## config.mk

```make
export PLATFORM = sky130hd
export DESIGN_NAME = xcorr_peak
export DESIGN_NICKNAME = d
export VERILOG_FILES = /design/src/rtl/corr_pkg.sv /design/src/rtl/corr_fetch.sv /design/src/rtl/corr_window.sv /design/src/rtl/corr_dot.sv /design/src/rtl/corr_peak.sv /design/src/rtl/xcorr_peak.sv
export SDC_FILE = /design/constraint.sdc
export NUM_CORES = 2
export LEC_CHECK = 0
export BUFFER_PORTS_ARGS = -buffer_cell sky130_fd_sc_hd__buf_2
export CORE_UTILIZATION = 25
export CTS_CLUSTER_SIZE = 12
export DETAILED_ROUTE_END_ITERATION = 8
export HOLD_SLACK_MARGIN = 0.15
export SYNTH_ARGS = -nofsm -noshare
export SYNTH_HDL_FRONTEND = slang
export SYNTH_SLANG_ARGS = --single-unit
```

## constraint.sdc

```tcl
create_clock -name clk_i -period 36.7 [get_ports clk_i]
set_clock_uncertainty 0.1 [all_clocks]
set_input_delay 5.505 -clock clk_i [delete_from_list [all_inputs] [get_ports clk_i]]
set_output_delay 5.505 -clock clk_i [all_outputs]
set_load 0.01 [all_outputs]
```

## src/rtl/corr_pkg.sv

```systemverilog
package corr_pkg;
  parameter int SW    = 8;
  parameter int NTAP  = 16;
  parameter int NSAMP = 128;

  localparam int PW   = 2 * SW;
  localparam int ACCW = PW + $clog2(NTAP);
  localparam int IW   = $clog2(NSAMP);
  localparam int TW   = $clog2(NTAP);
  localparam int NIN  = NSAMP + NTAP - 1;
  localparam int CW   = $clog2(NIN + 1);

  typedef logic [SW-1:0]   samp_t;
  typedef logic [ACCW-1:0] acc_t;
  typedef logic [IW-1:0]   idx_t;
  typedef logic [CW-1:0]   cnt_t;
endpackage

```

## src/rtl/corr_fetch.sv

```systemverilog
module corr_fetch
  import corr_pkg::*;
#(
  parameter int AW = 10
) (
  input  logic          clk_i,
  input  logic          rst_ni,
  input  logic          start_i,
  input  logic [AW-1:0] base_addr_i,
  input  logic          fin_i,
  output logic          go_o,
  output logic          busy_o,
  output logic          mem_re_o,
  output logic [AW-1:0] mem_addr_o,
  output logic          sh_o,
  output logic          zero_o
);
  logic          busy_q, run_q, sh_q, zero_q;
  cnt_t          cnt_q;
  logic [AW-1:0] base_q;

  assign go_o = start_i & ~busy_q;

  always_ff @(posedge clk_i or negedge rst_ni) begin
    if (!rst_ni) begin
      busy_q <= 1'b0;
      run_q  <= 1'b0;
      cnt_q  <= '0;
      base_q <= '0;
      sh_q   <= 1'b0;
      zero_q <= 1'b0;
    end else begin
      if (go_o) busy_q <= 1'b1;
      else if (fin_i) busy_q <= 1'b0;
      if (go_o) begin
        run_q  <= 1'b1;
        cnt_q  <= '0;
        base_q <= base_addr_i;
      end else if (run_q) begin
        if (cnt_q == cnt_t'(NIN - 1)) run_q <= 1'b0;
        else cnt_q <= cnt_q + 1'b1;
      end
      // data of a read arrives one cycle later; past the end, shift zeros
      sh_q   <= run_q;
      zero_q <= cnt_q >= cnt_t'(NSAMP);
    end
  end

  assign busy_o     = busy_q;
  assign mem_re_o   = run_q && (cnt_q < cnt_t'(NSAMP));
  assign mem_addr_o = base_q + AW'(cnt_q);
  assign sh_o       = sh_q;
  assign zero_o     = zero_q;

  AST_RD_ONLY_BUSY: assert property (@(posedge clk_i) disable iff (!rst_ni)
    mem_re_o |-> busy_o);
  AST_ADDR_STEP: assert property (@(posedge clk_i) disable iff (!rst_ni)
    (mem_re_o && $past(mem_re_o)) |-> (mem_addr_o == $past(mem_addr_o) + 1'b1));
  AST_START_IGNORED: assert property (@(posedge clk_i) disable iff (!rst_ni)
    (start_i && busy_o && !fin_i) |=> (busy_o && $stable(base_q)));
endmodule

```

## src/rtl/corr_window.sv

```systemverilog
module corr_window
  import corr_pkg::*;
(
  input  logic                    clk_i,
  input  logic                    rst_ni,
  input  logic                    go_i,
  input  logic                    busy_i,
  input  logic                    sh_i,
  input  logic                    zero_i,
  input  samp_t                   din_i,
  input  logic                    ref_we_i,
  input  logic [TW-1:0]           ref_addr_i,
  input  samp_t                   ref_data_i,
  output logic [NTAP-1:0][SW-1:0] win_o,
  output logic [NTAP-1:0][SW-1:0] ref_o,
  output logic                    vld_o,
  output idx_t                    idx_o
);
  logic [NTAP-1:0][SW-1:0] win_q, ref_q;
  cnt_t                    in_cnt_q;
  logic                    vld_q;
  idx_t                    idx_q;

  always_ff @(posedge clk_i or negedge rst_ni) begin
    if (!rst_ni) begin
      ref_q <= '0;
    end else if (ref_we_i && !busy_i) begin
      ref_q[ref_addr_i] <= ref_data_i;
    end
  end

  // tap NTAP-1 takes the newest sample; tap 0 holds the oldest
  always_ff @(posedge clk_i or negedge rst_ni) begin
    if (!rst_ni) begin
      win_q <= '0;
    end else if (sh_i) begin
      for (int k = 0; k < NTAP - 1; k++) win_q[k] <= win_q[k+1];
      win_q[NTAP-1] <= zero_i ? '0 : din_i;
    end
  end

  always_ff @(posedge clk_i or negedge rst_ni) begin
    if (!rst_ni) begin
      in_cnt_q <= '0;
      vld_q    <= 1'b0;
      idx_q    <= '0;
    end else begin
      if (go_i) in_cnt_q <= '0;
      else if (sh_i) in_cnt_q <= in_cnt_q + 1'b1;
      vld_q <= sh_i && (in_cnt_q >= cnt_t'(NTAP - 1));
      idx_q <= idx_t'(in_cnt_q - cnt_t'(NTAP - 1));
    end
  end

  assign win_o = win_q;
  assign ref_o = ref_q;
  assign vld_o = vld_q;
  assign idx_o = idx_q;

  AST_REF_HOLD: assert property (@(posedge clk_i) disable iff (!rst_ni)
    busy_i |=> $stable(ref_q));
  AST_WIN_ORDER: assert property (@(posedge clk_i) disable iff (!rst_ni)
    sh_i |=> (win_q[NTAP-2] == $past(win_q[NTAP-1])));
endmodule

```

## src/rtl/corr_dot.sv

```systemverilog
module corr_dot
  import corr_pkg::*;
(
  input  logic [NTAP-1:0][SW-1:0] win_i,
  input  logic [NTAP-1:0][SW-1:0] ref_i,
  output acc_t                    dot_o
);
  logic [NTAP-1:0][PW-1:0] prod;

  for (genvar g = 0; g < NTAP; g++) begin : g_mul
    assign prod[g] = PW'(win_i[g]) * PW'(ref_i[g]);
  end

  always_comb begin
    dot_o = '0;
    for (int i = 0; i < NTAP; i++) dot_o = dot_o + ACCW'(prod[i]);
  end
endmodule

```

## src/rtl/corr_peak.sv

```systemverilog
module corr_peak
  import corr_pkg::*;
(
  input  logic clk_i,
  input  logic rst_ni,
  input  logic vld_i,
  input  idx_t idx_i,
  input  acc_t dot_i,
  output logic fin_o,
  output logic done_o,
  output idx_t peak_o
);
  acc_t best_q;
  idx_t bidx_q, peak_q;
  logic done_q, upd;

  // strict compare keeps the earliest of equal maxima
  assign upd   = vld_i && ((idx_i == '0) || (dot_i > best_q));
  assign fin_o = vld_i && (idx_i == idx_t'(NSAMP - 1));

  always_ff @(posedge clk_i or negedge rst_ni) begin
    if (!rst_ni) begin
      best_q <= '0;
      bidx_q <= '0;
      peak_q <= '0;
      done_q <= 1'b0;
    end else begin
      if (upd) begin
        best_q <= dot_i;
        bidx_q <= idx_i;
      end
      done_q <= fin_o;
      if (fin_o) peak_q <= upd ? idx_i : bidx_q;
    end
  end

  assign done_o = done_q;
  assign peak_o = peak_q;

  AST_DONE_PULSE: assert property (@(posedge clk_i) disable iff (!rst_ni)
    done_o |=> !done_o);
  AST_BEST_MONO: assert property (@(posedge clk_i) disable iff (!rst_ni)
    (vld_i && idx_i != '0) |=> (best_q >= $past(best_q)));
  AST_TIE_KEEP: assert property (@(posedge clk_i) disable iff (!rst_ni)
    (vld_i && idx_i != '0 && dot_i == best_q) |=> (bidx_q == $past(bidx_q)));
endmodule

```

## src/rtl/xcorr_peak.sv

```systemverilog
module xcorr_peak
  import corr_pkg::*;
#(
  parameter int AW = 10
) (
  input  logic          clk_i,
  input  logic          rst_ni,
  input  logic          start_i,
  input  logic [AW-1:0] base_addr_i,
  input  logic          ref_we_i,
  input  logic [3:0]    ref_addr_i,
  input  logic [7:0]    ref_data_i,
  output logic          mem_re_o,
  output logic [AW-1:0] mem_addr_o,
  input  logic [7:0]    mem_data_i,
  output logic          busy_o,
  output logic          done_o,
  output logic [6:0]    peak_idx_o
);
  logic go, fin, sh, zero, vld;
  idx_t idx;
  acc_t dot;
  logic [NTAP-1:0][SW-1:0] win, rf;

  corr_fetch #(.AW(AW)) u_fetch (
    .clk_i(clk_i), .rst_ni(rst_ni), .start_i(start_i), .base_addr_i(base_addr_i),
    .fin_i(fin), .go_o(go), .busy_o(busy_o), .mem_re_o(mem_re_o),
    .mem_addr_o(mem_addr_o), .sh_o(sh), .zero_o(zero)
  );

  corr_window u_win (
    .clk_i(clk_i), .rst_ni(rst_ni), .go_i(go), .busy_i(busy_o), .sh_i(sh),
    .zero_i(zero), .din_i(mem_data_i), .ref_we_i(ref_we_i), .ref_addr_i(ref_addr_i),
    .ref_data_i(ref_data_i), .win_o(win), .ref_o(rf), .vld_o(vld), .idx_o(idx)
  );

  corr_dot u_dot (.win_i(win), .ref_i(rf), .dot_o(dot));

  corr_peak u_peak (
    .clk_i(clk_i), .rst_ni(rst_ni), .vld_i(vld), .idx_i(idx), .dot_i(dot),
    .fin_o(fin), .done_o(done_o), .peak_o(peak_idx_o)
  );

  AST_DONE_IDLE: assert property (@(posedge clk_i) disable iff (!rst_ni)
    done_o |-> !busy_o);
  AST_DONE_AFTER_BUSY: assert property (@(posedge clk_i) disable iff (!rst_ni)
    done_o |-> $past(busy_o));
endmodule

```

==> out/results.tsv <==
metric	value	unit
synth_edf_count	0	
ys_seq_area_share	16.6	%
numCtsBuffers	45	
cts_tree	done	
grt_max_degree	102	
drtIter0Drc	1695	
maxSlewHeadroom	18.5	%
die-area	200000	um2
slew_viol_final	0	
grt_pass1_wl	207000	um
syn-num-nets	6282	
drive_above_1_share	9.13	%
critPathCaptureType	flop	
cts_hold_buf	0	
root_buffer	clkbuf_16	
setup_tns	0	ps
nFillCells	20700	
cts.path.max_buffers	3	
viasPerCell	4.24	
clk_latency	640	ps
post-route-period-util	38.0	%
fin_crit	13950	ps
port_buffers	53	
postSynth.asyncResetShare	100	%
synthSimpleGateAreaFrac	12.3	%
coreArea	197000	um2
via_count	31300	
syn_avg_cell_area	10.4	um2
worst_setup_path_start_kind	flop	
synth_cells	4779	
hpwl	107000	um
start_util	25.1	%
worstPathArrival	14380	ps
postLayoutCoreUtil	27.4	%
synth_common_cells	inv_1, fa_1, and2_1	
max_stage_delay	560	ps
grt_usage	13.5	%
synth-xor-area-share	0.919	%
drc	0	
multi_input_area	36300	um2
antenna_found_initial	4	
io_pins	54	
rows	163	
crit_required	37130	ps
synth_top_family_by_area	adder cells	
ant_nets	0	
crit_fanout	26	
synth_top_area_cell	fa_1	
first_pass_iters	8	
rsz0062_at_grt	false	
worstMarginPinSlew	1220	ps
synth_flop_cell	dfrtp_1	
synth.top_cells.by_area	fa_1, dfrtp_1, ha_1	
nNetsFinal	6210	
hold_path.class	flop to flop	
gp_congestion	0.910	
fmax	0.0717	GHz
post_cts_buffers	0	
cts_resized	0	
netlist_area	49600	um2
synth-compound-area-share	1.60	%
worst_path_most_repeated_cell	fa_1	
ys.warnings.count	0	
cts_sinks	329	
die_h	447	um
synthAdderAreaFrac	51.9	%
drv_cap	0	
clkTransAtPathRegs	60	ps
cts.htree.levels	2	
yosys_register_bits	329	
wire_per_inst	17.7	um
final_hold_viol_count	0	
seq_area	8240	um2
status	finished, final reports clean	
yosysMostFrequentCell	inv_1	
synth.area.mux_share	6.64	%
synthToLayoutAreaGrowth	9.11	%
critical_path_class	flop to flop	
drt_wl_total	131000	um
crit_slowest_cell	fa_1	
grt_pass1_vias	34400	
setup_violations	0	
overflow	0	
yosysTopAreaCellShare	39.5	%
die_w	447	um
synth_cell_types	52	
final timing paths:
| path | endpoint | cells past startpoint | from | slack [ps] |
|---|---|---|---|---|
| worst max-delay path | u_peak.best_q[0] | 46 | u_win.win_o[13] | 22750 |
| worst min-delay path | u_fetch.sh_o | 0 | u_fetch.run_q | 340 |
| worst max register to register | u_peak.best_q[0] | 46 | u_win.win_o[13] | 22750 |
| worst min register to register | u_fetch.sh_o | 0 | u_fetch.run_q | 340 |
| max in group asynchronous | u_win.win_o[25] | 3 | rst_ni | 29390 |
| min in group asynchronous | u_win.ref_o[114] | 1 | rst_ni | 4870 |
area by class of cell:
type | instances | share of cell area (%)
inverter | 1145 | 7.95
sequential | 329 | 15.2
clock buffer | 54 | 2.18
timing repair buffer | 64 | 0.662
multi-input combinational | 3122 | 67.2
clock inverter | 27 | 0.699
antenna | 1 | 0.00463
tap | 2640 | 6.11
state kept, by name, indices dropped and copies added (netlist names):
name	count
u_fetch.run_q	1
u_fetch.cnt_q	8
u_win.win_o	128
u_peak.peak_o	7
u_win.in_cnt_q	8
u_peak.done_o	1
u_win.idx_o	7
u_peak.bidx_q	7
u_win.ref_o	128
u_fetch.base_q	10
u_peak.best_q	20
u_win.vld_o	1
u_fetch.sh_o	1
u_fetch.zero_o	1
u_fetch.busy_o	1
layout by cell type (no fill, tap or decap), types with 42 or more instances in the layout:
| cell type | n |
|---|---|
| inv_1 | 1145 |
| fa_1 | 978 |
| and2_1 | 555 |
| nand2_1 | 508 |
| ha_1 | 491 |
| dfrtp_1 | 328 |
| mux2_2 | 261 |
| buf_2 | 52 |
| nor2_1 | 46 |
| clkbuf_16 | 45 |
| a21oi_1 | 42 |
cell families after synthesis:
kind of cell / Yosys count
simple gates: 1192
mux: 285
flops: 329
buf+inv: 1328
xor+xnor: 52
compound gates: 124
fa+ha+maj: 1469
metrics by stage:
step / setup WS, ps / cells / instance area, um2 / hold WS (ps)
2_1_floorplan: 24140 / 4779 / 49600 / 287
3_3_place_gp: 22800 / 7300 / 52500 / 324
3_5_place_dp: 22700 / 7300 / 52500 / 318
4_1_cts: 22680 / 7381 / 54100 / 338
5_1_grt: 21960 / 7381 / 54100 / 346
6_report: 22750 / 7382 / 54100 / 340
layer usage:
layer  GRT usage, %  wire length [um]
met1           18.3             57700
met2           23.0             64400
met3           1.32              5220
met4           3.31              3240
met5              0                13
worst max-delay path: cells and delay by family, from the launching register on:
kind | cells | cell delay (ps)
and+or+nand+nor | 5 | 780
AOI/OAI and AO/OA | 10 | 2490
buffers and inverters | 11 | 1010
DFF | 1 | 480
xor gates and xnor gates | 1 | 260
adders and majority gates | 18 | 8320
muxes | 1 | 380
Power is left out: the tool's default activity adds up to more than one toggle a clock period on the data nets, which glitch-free logic cannot reach.
